$ cat src/rtl/pwmt_pkg.sv
package pwmt_pkg;
   typedef enum logic [1:0] {
      PIN_OFF     = 2'd0,
      PIN_TOGGLE  = 2'd1,
      PIN_PWM     = 2'd2,
      PIN_PWM_INV = 2'd3
   } pin_mode_e;

   typedef enum logic [1:0] {
      CLK_STOP = 2'd0,
      CLK_DIV1 = 2'd1,
      CLK_DIVB = 2'd2,
      CLK_DIVC = 2'd3
   } clk_sel_e;

   localparam int unsigned REG_TOP      = 0;
   localparam int unsigned REG_CTRL     = 1;
   localparam int unsigned REG_CLK      = 2;
   localparam int unsigned REG_FLAGS    = 3;
   localparam int unsigned REG_CMP_BASE = 4;
endpackage

$ cat src/rtl/pwmt_prescaler.sv
module pwmt_prescaler
   import pwmt_pkg::*;
#(
   parameter int unsigned DIV_B_LOG = 3,
   parameter int unsigned DIV_C_LOG = 6
) (
   input  logic     clk,
   input  logic     rst_n,
   input  clk_sel_e sel,
   input  logic     restart,
   output logic     tick
);
   localparam int unsigned PW = DIV_C_LOG;

   logic [PW-1:0] div_q;

   always_ff @(posedge clk) begin
      if (!rst_n)       div_q <= '0;
      else if (restart) div_q <= '0;
      else              div_q <= div_q + 1'b1;
   end

   always_comb begin
      unique case (sel)
         CLK_STOP: tick = 1'b0;
         CLK_DIV1: tick = 1'b1;
         CLK_DIVB: tick = &div_q[DIV_B_LOG-1:0];
         CLK_DIVC: tick = &div_q;
         default:  tick = 1'b0;
      endcase
   end

   AST_STOP_NO_TICK: assert property (@(posedge clk) disable iff (!rst_n)
      (sel == CLK_STOP) |-> !tick);
   AST_DIV1_EVERY_CLOCK: assert property (@(posedge clk) disable iff (!rst_n)
      (sel == CLK_DIV1) |-> tick);
endmodule

$ cat src/rtl/pwmt_updown.sv
module pwmt_updown #(
   parameter int unsigned W = 16
) (
   input  logic         clk,
   input  logic         rst_n,
   input  logic         tick,
   input  logic [W-1:0] top,
   output logic [W-1:0] cnt,
   output logic         dir_up
);
   always_ff @(posedge clk) begin
      if (!rst_n) begin
         cnt    <= '0;
         dir_up <= 1'b1;
      end else if (tick) begin
         if (top == '0) begin
            cnt    <= '0;
            dir_up <= 1'b1;
         end else if (dir_up) begin
            if (cnt >= top) begin
               dir_up <= 1'b0;
               cnt    <= cnt - 1'b1;
            end else begin
               cnt    <= cnt + 1'b1;
            end
         end else begin
            if (cnt == '0) begin
               dir_up <= 1'b1;
               cnt    <= cnt + 1'b1;
            end else begin
               cnt    <= cnt - 1'b1;
            end
         end
      end
   end

   AST_HOLD_WITHOUT_ENABLE: assert property (@(posedge clk) disable iff (!rst_n)
      !tick |=> $stable(cnt));
   AST_CLIMB_ONE_STEP: assert property (@(posedge clk) disable iff (!rst_n)
      (tick && dir_up && cnt < top) |=> (cnt == $past(cnt) + 1'b1));
   AST_TURN_AT_CEILING: assert property (@(posedge clk) disable iff (!rst_n)
      (tick && dir_up && top != '0 && cnt == top) |=> !dir_up);
endmodule

$ cat src/rtl/pwmt_channel.sv
module pwmt_channel
   import pwmt_pkg::*;
#(
   parameter int unsigned W = 16
) (
   input  logic         clk,
   input  logic         rst_n,
   input  logic         tick,
   input  logic [W-1:0] cnt,
   input  logic         dir_up,
   input  logic [W-1:0] top,
   input  logic         buf_we,
   input  logic [W-1:0] buf_d,
   input  pin_mode_e    mode,
   input  logic         flag_clr,
   output logic         pin,
   output logic         flag,
   output logic [W-1:0] active
);
   logic [W-1:0] shadow_q;
   logic [W-1:0] act_q;
   logic         lvl_q;
   logic         tgl_q;
   logic         flag_q;
   logic         hit;
   logic         lvl_next;

   assign hit = tick && (cnt == act_q);

   always_comb begin
      if (act_q == '0)                 lvl_next = 1'b0;
      else if (dir_up && cnt != top)   lvl_next = 1'b0;
      else                             lvl_next = 1'b1;
   end

   always_ff @(posedge clk) begin
      if (!rst_n) begin
         shadow_q <= '1;
         act_q    <= '1;
         lvl_q    <= 1'b0;
         tgl_q    <= 1'b0;
         flag_q   <= 1'b0;
      end else begin
         if (buf_we) shadow_q <= buf_d;
         if (tick && cnt == '0) act_q <= shadow_q;
         if (hit) begin
            lvl_q <= lvl_next;
            tgl_q <= ~tgl_q;
         end
         if (hit)           flag_q <= 1'b1;
         else if (flag_clr) flag_q <= 1'b0;
      end
   end

   always_comb begin
      unique case (mode)
         PIN_OFF:     pin = 1'b0;
         PIN_TOGGLE:  pin = tgl_q;
         PIN_PWM:     pin = lvl_q;
         PIN_PWM_INV: pin = ~lvl_q;
         default:     pin = 1'b0;
      endcase
   end

   assign flag   = flag_q;
   assign active = act_q;

   AST_LIVE_LOADS_AT_BOTTOM: assert property (@(posedge clk) disable iff (!rst_n)
      !(tick && cnt == '0) |=> $stable(act_q));
   AST_FLAG_AFTER_HIT: assert property (@(posedge clk) disable iff (!rst_n)
      hit |=> flag_q);
   AST_FLAG_STICKY: assert property (@(posedge clk) disable iff (!rst_n)
      (flag_q && !flag_clr) |=> flag_q);
   AST_ZERO_CMP_LOW: assert property (@(posedge clk) disable iff (!rst_n)
      (hit && act_q == '0) |=> !lvl_q);
endmodule

$ cat src/rtl/dual_slope_pwm.sv
module dual_slope_pwm
   import pwmt_pkg::*;
#(
   parameter int unsigned W         = 16,
   parameter int unsigned NCH       = 2,
   parameter int unsigned ADDR_W    = 3,
   parameter int unsigned DIV_B_LOG = 3,
   parameter int unsigned DIV_C_LOG = 6
) (
   input  logic              clk,
   input  logic              rst_n,
   input  logic              wr_en,
   input  logic [ADDR_W-1:0] wr_addr,
   input  logic [W-1:0]      wr_data,
   output logic [NCH-1:0]    pwm_o,
   output logic [NCH-1:0]    flag_o,
   output logic [W-1:0]      count_o
);
   localparam int unsigned CTRL_BITS = 2 * NCH + 1;

   if (NCH < 1 || NCH > 4) begin : g_bad_nch
      $error("dual_slope_pwm: NCH must be 1..4");
   end
   if (CTRL_BITS > W) begin : g_bad_w
      $error("dual_slope_pwm: W too narrow for the control word");
   end
   if (REG_CMP_BASE + NCH > (1 << ADDR_W)) begin : g_bad_addr
      $error("dual_slope_pwm: ADDR_W too small for the register map");
   end
   if (DIV_B_LOG < 1 || DIV_C_LOG <= DIV_B_LOG) begin : g_bad_div
      $error("dual_slope_pwm: divider exponents must rise");
   end

   logic [W-1:0]         top_q;
   logic [CTRL_BITS-1:0] ctrl_q;
   clk_sel_e             clk_q;
   logic                 tick;
   logic                 clk_restart;
   logic [W-1:0]         top_eff;
   logic [W-1:0]         cnt;
   logic                 dir_up;
   logic [W-1:0]         act [NCH];

   always_ff @(posedge clk) begin
      if (!rst_n) begin
         top_q  <= '0;
         ctrl_q <= '0;
         clk_q  <= CLK_STOP;
      end else if (wr_en) begin
         if (wr_addr == ADDR_W'(REG_TOP))  top_q  <= wr_data;
         if (wr_addr == ADDR_W'(REG_CTRL)) ctrl_q <= wr_data[CTRL_BITS-1:0];
         if (wr_addr == ADDR_W'(REG_CLK))  clk_q  <= clk_sel_e'(wr_data[1:0]);
      end
   end

   assign clk_restart = wr_en && (wr_addr == ADDR_W'(REG_CLK));
   assign top_eff     = ctrl_q[0] ? act[0] : top_q;

   pwmt_prescaler #(
      .DIV_B_LOG (DIV_B_LOG),
      .DIV_C_LOG (DIV_C_LOG)
   ) i_prescaler (
      .clk     (clk),
      .rst_n   (rst_n),
      .sel     (clk_q),
      .restart (clk_restart),
      .tick    (tick)
   );

   pwmt_updown #(
      .W (W)
   ) i_updown (
      .clk    (clk),
      .rst_n  (rst_n),
      .tick   (tick),
      .top    (top_eff),
      .cnt    (cnt),
      .dir_up (dir_up)
   );

   for (genvar c = 0; c < NCH; c++) begin : g_ch
      pin_mode_e ch_mode;
      logic      ch_we;
      logic      ch_clr;

      assign ch_mode = pin_mode_e'(ctrl_q[2*c+2 -: 2]);
      assign ch_we   = wr_en && (wr_addr == ADDR_W'(REG_CMP_BASE + c));
      assign ch_clr  = wr_en && (wr_addr == ADDR_W'(REG_FLAGS)) && wr_data[c];

      pwmt_channel #(
         .W (W)
      ) i_channel (
         .clk      (clk),
         .rst_n    (rst_n),
         .tick     (tick),
         .cnt      (cnt),
         .dir_up   (dir_up),
         .top      (top_eff),
         .buf_we   (ch_we),
         .buf_d    (wr_data),
         .mode     (ch_mode),
         .flag_clr (ch_clr),
         .pin      (pwm_o[c]),
         .flag     (flag_o[c]),
         .active   (act[c])
      );

      AST_OFF_PIN_LOW: assert property (@(posedge clk) disable iff (!rst_n)
         (ch_mode == PIN_OFF) |-> !pwm_o[c]);
   end

   assign count_o = cnt;

   AST_COUNT_CHANGES_ONLY_ON_ENABLE: assert property (@(posedge clk) disable iff (!rst_n)
      (clk_q == CLK_STOP && !clk_restart) |=> $stable(count_o));
endmodule

$ cat config.mk
export PLATFORM = sky130hd
export DESIGN_NAME = dual_slope_pwm
export DESIGN_NICKNAME = d
export VERILOG_FILES = /design/src/rtl/pwmt_pkg.sv /design/src/rtl/pwmt_prescaler.sv /design/src/rtl/pwmt_updown.sv /design/src/rtl/pwmt_channel.sv /design/src/rtl/dual_slope_pwm.sv
export SDC_FILE = /design/constraint.sdc
export NUM_CORES = 1
export LEC_CHECK = 0
export CELL_PAD_IN_SITES_DETAIL_PLACEMENT = 1
export CELL_PAD_IN_SITES_GLOBAL_PLACEMENT = 1
export CORE_MARGIN = 4
export CORE_UTILIZATION = 47
export DETAILED_ROUTE_END_ITERATION = 7
export PLACE_DENSITY = 0.91
export SETUP_SLACK_MARGIN = 0.3
export SYNTH_ARGS = -nofsm -noshare
export SYNTH_HDL_FRONTEND = slang
export SYNTH_SLANG_ARGS = --single-unit
$ cat constraint.sdc
create_clock -name clk -period 7.7 [get_ports clk]
set_input_delay 1.54 -clock clk [delete_from_list [all_inputs] [get_ports clk]]
set_output_delay 1.54 -clock clk [all_outputs]
set_load 0.02 [all_outputs]
**Word-level counts from Yosys, hierarchy flattened**

Cells that the tools add are included.

- $add $sub $neg: 3
- $mul: 0
- Div/mod/pow operators: 0
- Order comparisons: 1
- Equality and inequality tests: 17
- Shifts and indexed selects: 0
- Muxes and demuxes: 19
- Bitwise logic cells: 5
- Reductions and logical operators: 26

Operators with widths:

| cell | number |
|---|---|
| $mux 16 | 5 |
| $logic_not 16->1 | 4 |
| $eq 16x16->1 | 2 |
| $add 16x1->16 const B | 1 |
| $ge 16x16->1 | 1 |
| $ne 16x16->1 | 1 |
| $sub 16x1->16 const B | 1 |
| $eq 2x2->1 const B | 6 |
| $pmux 1 s4 | 3 |
| $mux 1 | 11 |
| $logic_and 1x1->1 | 10 |
| $add 6x1->6 const B | 1 |
| $eq 2x1->1 const B | 3 |
| $eq 3x2->1 const B | 2 |
| $eq 3x3->1 const B | 2 |
| $logic_not 2->1 | 3 |
| $reduce_and 2->1 | 3 |
| $reduce_and 6->1 | 1 |
| $not 1->1 | 5 |
| $reduce_bool 2->1 | 2 |
| $eq 3x1->1 const B | 1 |
| $logic_not 3->1 | 1 |
| $reduce_and 3->1 | 1 |
| $reduce_or 2->1 | 1 |

- Flip-flop bits (word level): 116
- Bits in latches: 0
- RAM bits: 0
- ROM bits: 0
- Output and inout bits: 20
- Memories: 0

**Depth between registers and ports, before layout**

- Word-level depth: 5
- Gate-level depth with buffers: 13
- Depth with buffers taken out: 9

**By module**

A second synthesis with hierarchy kept.

- Cells, all modules: 723
- Area, all modules: 6553.8 um^2

Modules (own cells, without submodules):

| module | instances | cells an instance | area each (um^2) | sequential area each (um^2) |
|---|---|---|---|---|
| pwmt_channel | 2 | 174 | 1717.9 | 700.7 |
| pwmt_updown | 1 | 230 | 1711.6 | 340.3 |
| dual_slope_pwm | 1 | 119 | 1154.9 | 460.4 |
| pwmt_prescaler | 1 | 26 | 251.5 | 120.1 |

**Least setup slack after synthesis**

Ideal clock, no wire load.

- Path type: reg-to-reg
- Start: register ctrl_q[0]
- End: register i_updown.cnt[8]
- Setup time: 0.117 ns
- Data arrival time: 3.564 ns
- Data required time: 7.583 ns
- Setup slack: 4.020 ns
- Stages on the path, launching flop included: 13
- Buffers on the path: 3
- Cell sequence: dfxtp_1 -> clkbuf_1 -> buf_1 -> mux2i_1 -> ha_1 -> nand4_2 -> or4_4 -> o211a_1 -> and3_4 -> buf_6 -> or4_4 -> a31o_1 -> a22o_1

- Cells in the longest elaborated chain, start to end: 5

RTL lines:

| item | RTL line | text |
|---|---|---|
| start, declared | dual_slope_pwm.sv:35 | `logic [CTRL_BITS-1:0] ctrl_q;` |
| start signal, assigned | dual_slope_pwm.sv:51 | `if (wr_addr == ADDR_W'(REG_CTRL)) ctrl_q <= wr_data[CTRL_BITS-1:0];` |
| $mux 16 (*) | dual_slope_pwm.sv:57 | `assign top_eff = ctrl_q[0] ? act[0] : top_q;` |
| $ge 16x16->1 | pwmt_updown.sv:20 | `if (cnt >= top) begin` |
| $mux 16 | pwmt_updown.sv:20 |  |
| $mux 16 | pwmt_updown.sv:19 | `end else if (dir_up) begin` |
| $mux 16 (*) | pwmt_updown.sv:16 | `if (top == '0) begin` |
| end signal, assigned | pwmt_updown.sv:22 | `cnt <= cnt - 1'b1;` |
| end signal, assigned | pwmt_updown.sv:24 | `cnt <= cnt + 1'b1;` |
| end signal, assigned | pwmt_updown.sv:29 | `cnt <= cnt + 1'b1;` |
| end, declared | pwmt_updown.sv:8 | `output logic [W-1:0] cnt,` |

Mark *: on every way between the ends. The rest lies on a longest branch, timed or not.
A chain may end at the register's enable or synchronous reset.

==> results.sh <==
export IMPL_synth_cells=752
export IMPL_arrival_ns=4.88
export IMPL_yosysTopAreaCell="dfxtp_1"
export IMPL_vias=5889
export IMPL_ctsRootBufferMaster="clkbuf_16"
export IMPL_grt_pass1_wl_um=34400
export IMPL_gp_congestion=0.910
export IMPL_netlist_area_mm2=0.00587
export IMPL_synth_seq_area_share=0.396
export IMPL_design_core_area_mm2=0.0121
export IMPL_combPwrFrac=0.196
export IMPL_ys_ff_latch=116
export IMPL_skew_ns=0.00964
export IMPL_grt_ovfl_total=0
export IMPL_cp_end_kind="flip-flop"
export IMPL_synth_top_area_frac=0.396
export IMPL_start_util=0.485
export IMPL_period_needed_ns=4.54
export IMPL_viasPerCell=6.25
export IMPL_fin_tns_setup_ns=0
export IMPL_synth_edf_count=0
export IMPL_yosysUniqueCellTypes=57
export IMPL_synth_yosys_warnings=0
export IMPL_area_growth_pct=16.9
export IMPL_synth_adder_area_share=0.0448
export IMPL_slew_headroom=0.0829
export IMPL_grtUsageTotal=0.308
export IMPL_clock_sinks=116
export IMPL_clock_path_buffers=2
export IMPL_grt_antenna_before_repair=0
export IMPL_cp_max_fo=71
export IMPL_final_nets=804
export IMPL_cp_required_ns=8.04
export IMPL_final_hold_violation_count=0
export IMPL_p_per_area_mw_per_mm2=263
export IMPL_drt_iter0_markers=565
export IMPL_htreeDepth=4
export IMPL_synth_xor_area_frac=0.0582
export IMPL_die_h_um=120
export IMPL_fp_dieW_um=120
export IMPL_grt_start_max_net_pins=72
export IMPL_die_area_mm2=0.0143
export IMPL_drcViolationCount=0
export IMPL_port_buffers=41
export IMPL_async_flop_share=0
export IMPL_synth_common_cells="181 x nand2_1, 116 x dfxtp_1, 76 x nand3_1"
export IMPL_max_freq_ghz=0.220
export IMPL_postCtsSetupRepairBufs=0
export IMPL_cap_viol_max_count=0
export IMPL_fp_row_count=40
export IMPL_yosys_area_share_simple=0.308
export IMPL_fillCellCount=1480
export IMPL_diodes=0
export IMPL_ys_flop_type="dfxtp_1"
export IMPL_slew_violations=0
export IMPL_status="finished, final reports clean"
export IMPL_multi_input_area_mm2=0.00329
export IMPL_rsz0062_at_grt="no"
export IMPL_cts_buffers_inserted=17
export IMPL_wire_per_inst_um=22.8
export IMPL_dpl_hpwl_um=14400
export IMPL_setup_worst_path_class="in2reg"
export IMPL_register_area_mm2=0.00232
export IMPL_hold_worst_slack_ns=0.469
export IMPL_internal_power_mw=1.24
export IMPL_hp_class="reg2reg"
export IMPL_seq_power_share=0.366
export IMPL_setup_viol=0
export IMPL_leakage_nw=2.77
export IMPL_synthesis_nets=795
export IMPL_synth_mux_area_frac=0.0433
export IMPL_tightestPinTransition_ns=1.37
export IMPL_synth_top_cells_by_area="dfxtp_1 40%, nand2_1 12%, nand3_1 6.5%"
export IMPL_clk_latency_ns=0.43
export IMPL_synth_compound_area_frac=0.106
export IMPL_fin_crit_sh=0.590
export IMPL_ctsResizeCount=0
export IMPL_first_pass_iters=7
export IMPL_io_pins=42
export IMPL_synth_top_family_by_area="simple AND/OR/NAND/NOR gates"
export IMPL_tritoncts="done"
export IMPL_start_kind="input pin"
export IMPL_wl_um=21500
export IMPL_ir_drop_mv=0.174
export IMPL_p_clk_frac=0.438
export IMPL_p_sw_mw=0.563
export IMPL_grt_pass1_vias=6346
export IMPL_syn_avg_cell_area_um2=7.81
export IMPL_power_switching_share=0.312
export IMPL_ant_nets=0
export IMPL_p_total_mw=1.80
export IMPL_synth_most_common_cell="nand2_1"
export IMPL_drive_gt1_frac=0.0607
export IMPL_clk_pin_slew_ns=0.06
export IMPL_hold_buffers=0
## metrics by stage
stage                     instance area (um2)  instances   util  worst slack (ns)
after global routing                     6860        942  0.567              2.92
final                                    6860        942  0.567              3.16
after CTS                                6860        942  0.567              3.16
after detailed placement                 6280        910  0.519              2.77
after floorplan                          5870        752      -              4.02
after global placement                   6280        910  0.519              2.95
## final timing paths
check | startpoint | end | slack [ns] | cells after the start
max | rst_n | i_updown.cnt[2] | 3.16 | 8
min | i_prescaler.div_q[0] | i_prescaler.div_q[0] | 0.47 | 1
max reg2reg | ctrl_q[0] | i_updown.cnt[15] | 3.78 | 9
min reg2reg | i_prescaler.div_q[0] | i_prescaler.div_q[0] | 0.47 | 1
## sequential cells by signal, indices dropped and copies added (netlist names)
| register | flops |
|---|---|
| g_ch.i_channel.lvl_q | 2 |
| top_q | 16 |
| i_prescaler.div_q | 6 |
| g_ch.i_channel.shadow_q | 32 |
| clk_q | 2 |
| g_ch.i_channel.active | 32 |
| ctrl_q | 5 |
| g_ch.i_channel.tgl_q | 2 |
| g_ch.i_channel.flag | 2 |
| i_updown.cnt | 16 |
| i_updown.dir_up | 1 |
## cell usage in the layout, fill, tap and decap left out, types with 4 or more instances in the layout
cell type and count:
mux2i_1 22, nor3_1 12, nand2b_1 5, xor2_1 35, a22o_1 4, clkdlybuf4s50_1 40
nor4_1 20, clkbuf_16 17, nor2_1 44, nand2_1 181, o31ai_1 5, o21bai_1 4
inv_1 8, o21ai_0 19, nand4_1 19, a21oi_1 37, xnor2_1 4, nor2b_1 6
a31oi_1 4, nand3_1 76, dfxtp_1 116, and4_1 4, clkinv_4 4, ha_1 21
or3_1 4, and3_1 6
## cell families (layout without fill, tap and decap cells)
| kind of cell | after synthesis | in the layout |
|---|---|---|
| and+or+nand+nor | 391 | 391 |
| adders and majority gates | 21 | 21 |
| buffers and inverters | 62 | 84 |
| DFF | 116 | 116 |
| AOI/OAI and AO/OA | 98 | 98 |
| xor gates and xnor gates | 39 | 39 |
| muxes | 25 | 25 |
## layer usage
metal	GRT usage	wire length, um
met1	0.366	8660
met2	0.509	10300
met3	0.0763	1510
met4	0.173	1020
met5	0	0
## worst max-delay path, cell delays in order
cell and delay, ns:
buf_2 0.08, buf_4 0.52, inv_1 0.68, a31oi_1 0.33
a32o_1 0.45, nand2b_1 0.48, or4_1 0.66, o211ai_1 0.13
## power groups by stage
stage / clock network (mW) / logic [mW] / registers, mW
after floorplan: 0 / 0.250 / 0.656
after global placement: 0 / 0.319 / 0.669
after detailed placement: 0 / 0.339 / 0.672
after CTS: 0.790 / 0.346 / 0.659
after global routing: 0.823 / 0.384 / 0.663
final: 0.790 / 0.353 / 0.661
## area by class of cell
cell class                      count  share of cell area
Sequential cell                   116               0.338
Inverter                            8             0.00438
Clock buffer                       21              0.0656
Clock inverter                     11              0.0188
Multi-Input combinational cell    574               0.480
Timing Repair Buffer               44              0.0624
Tap cell                          168              0.0306
Note: power is estimated with default switching activity, not from simulation.
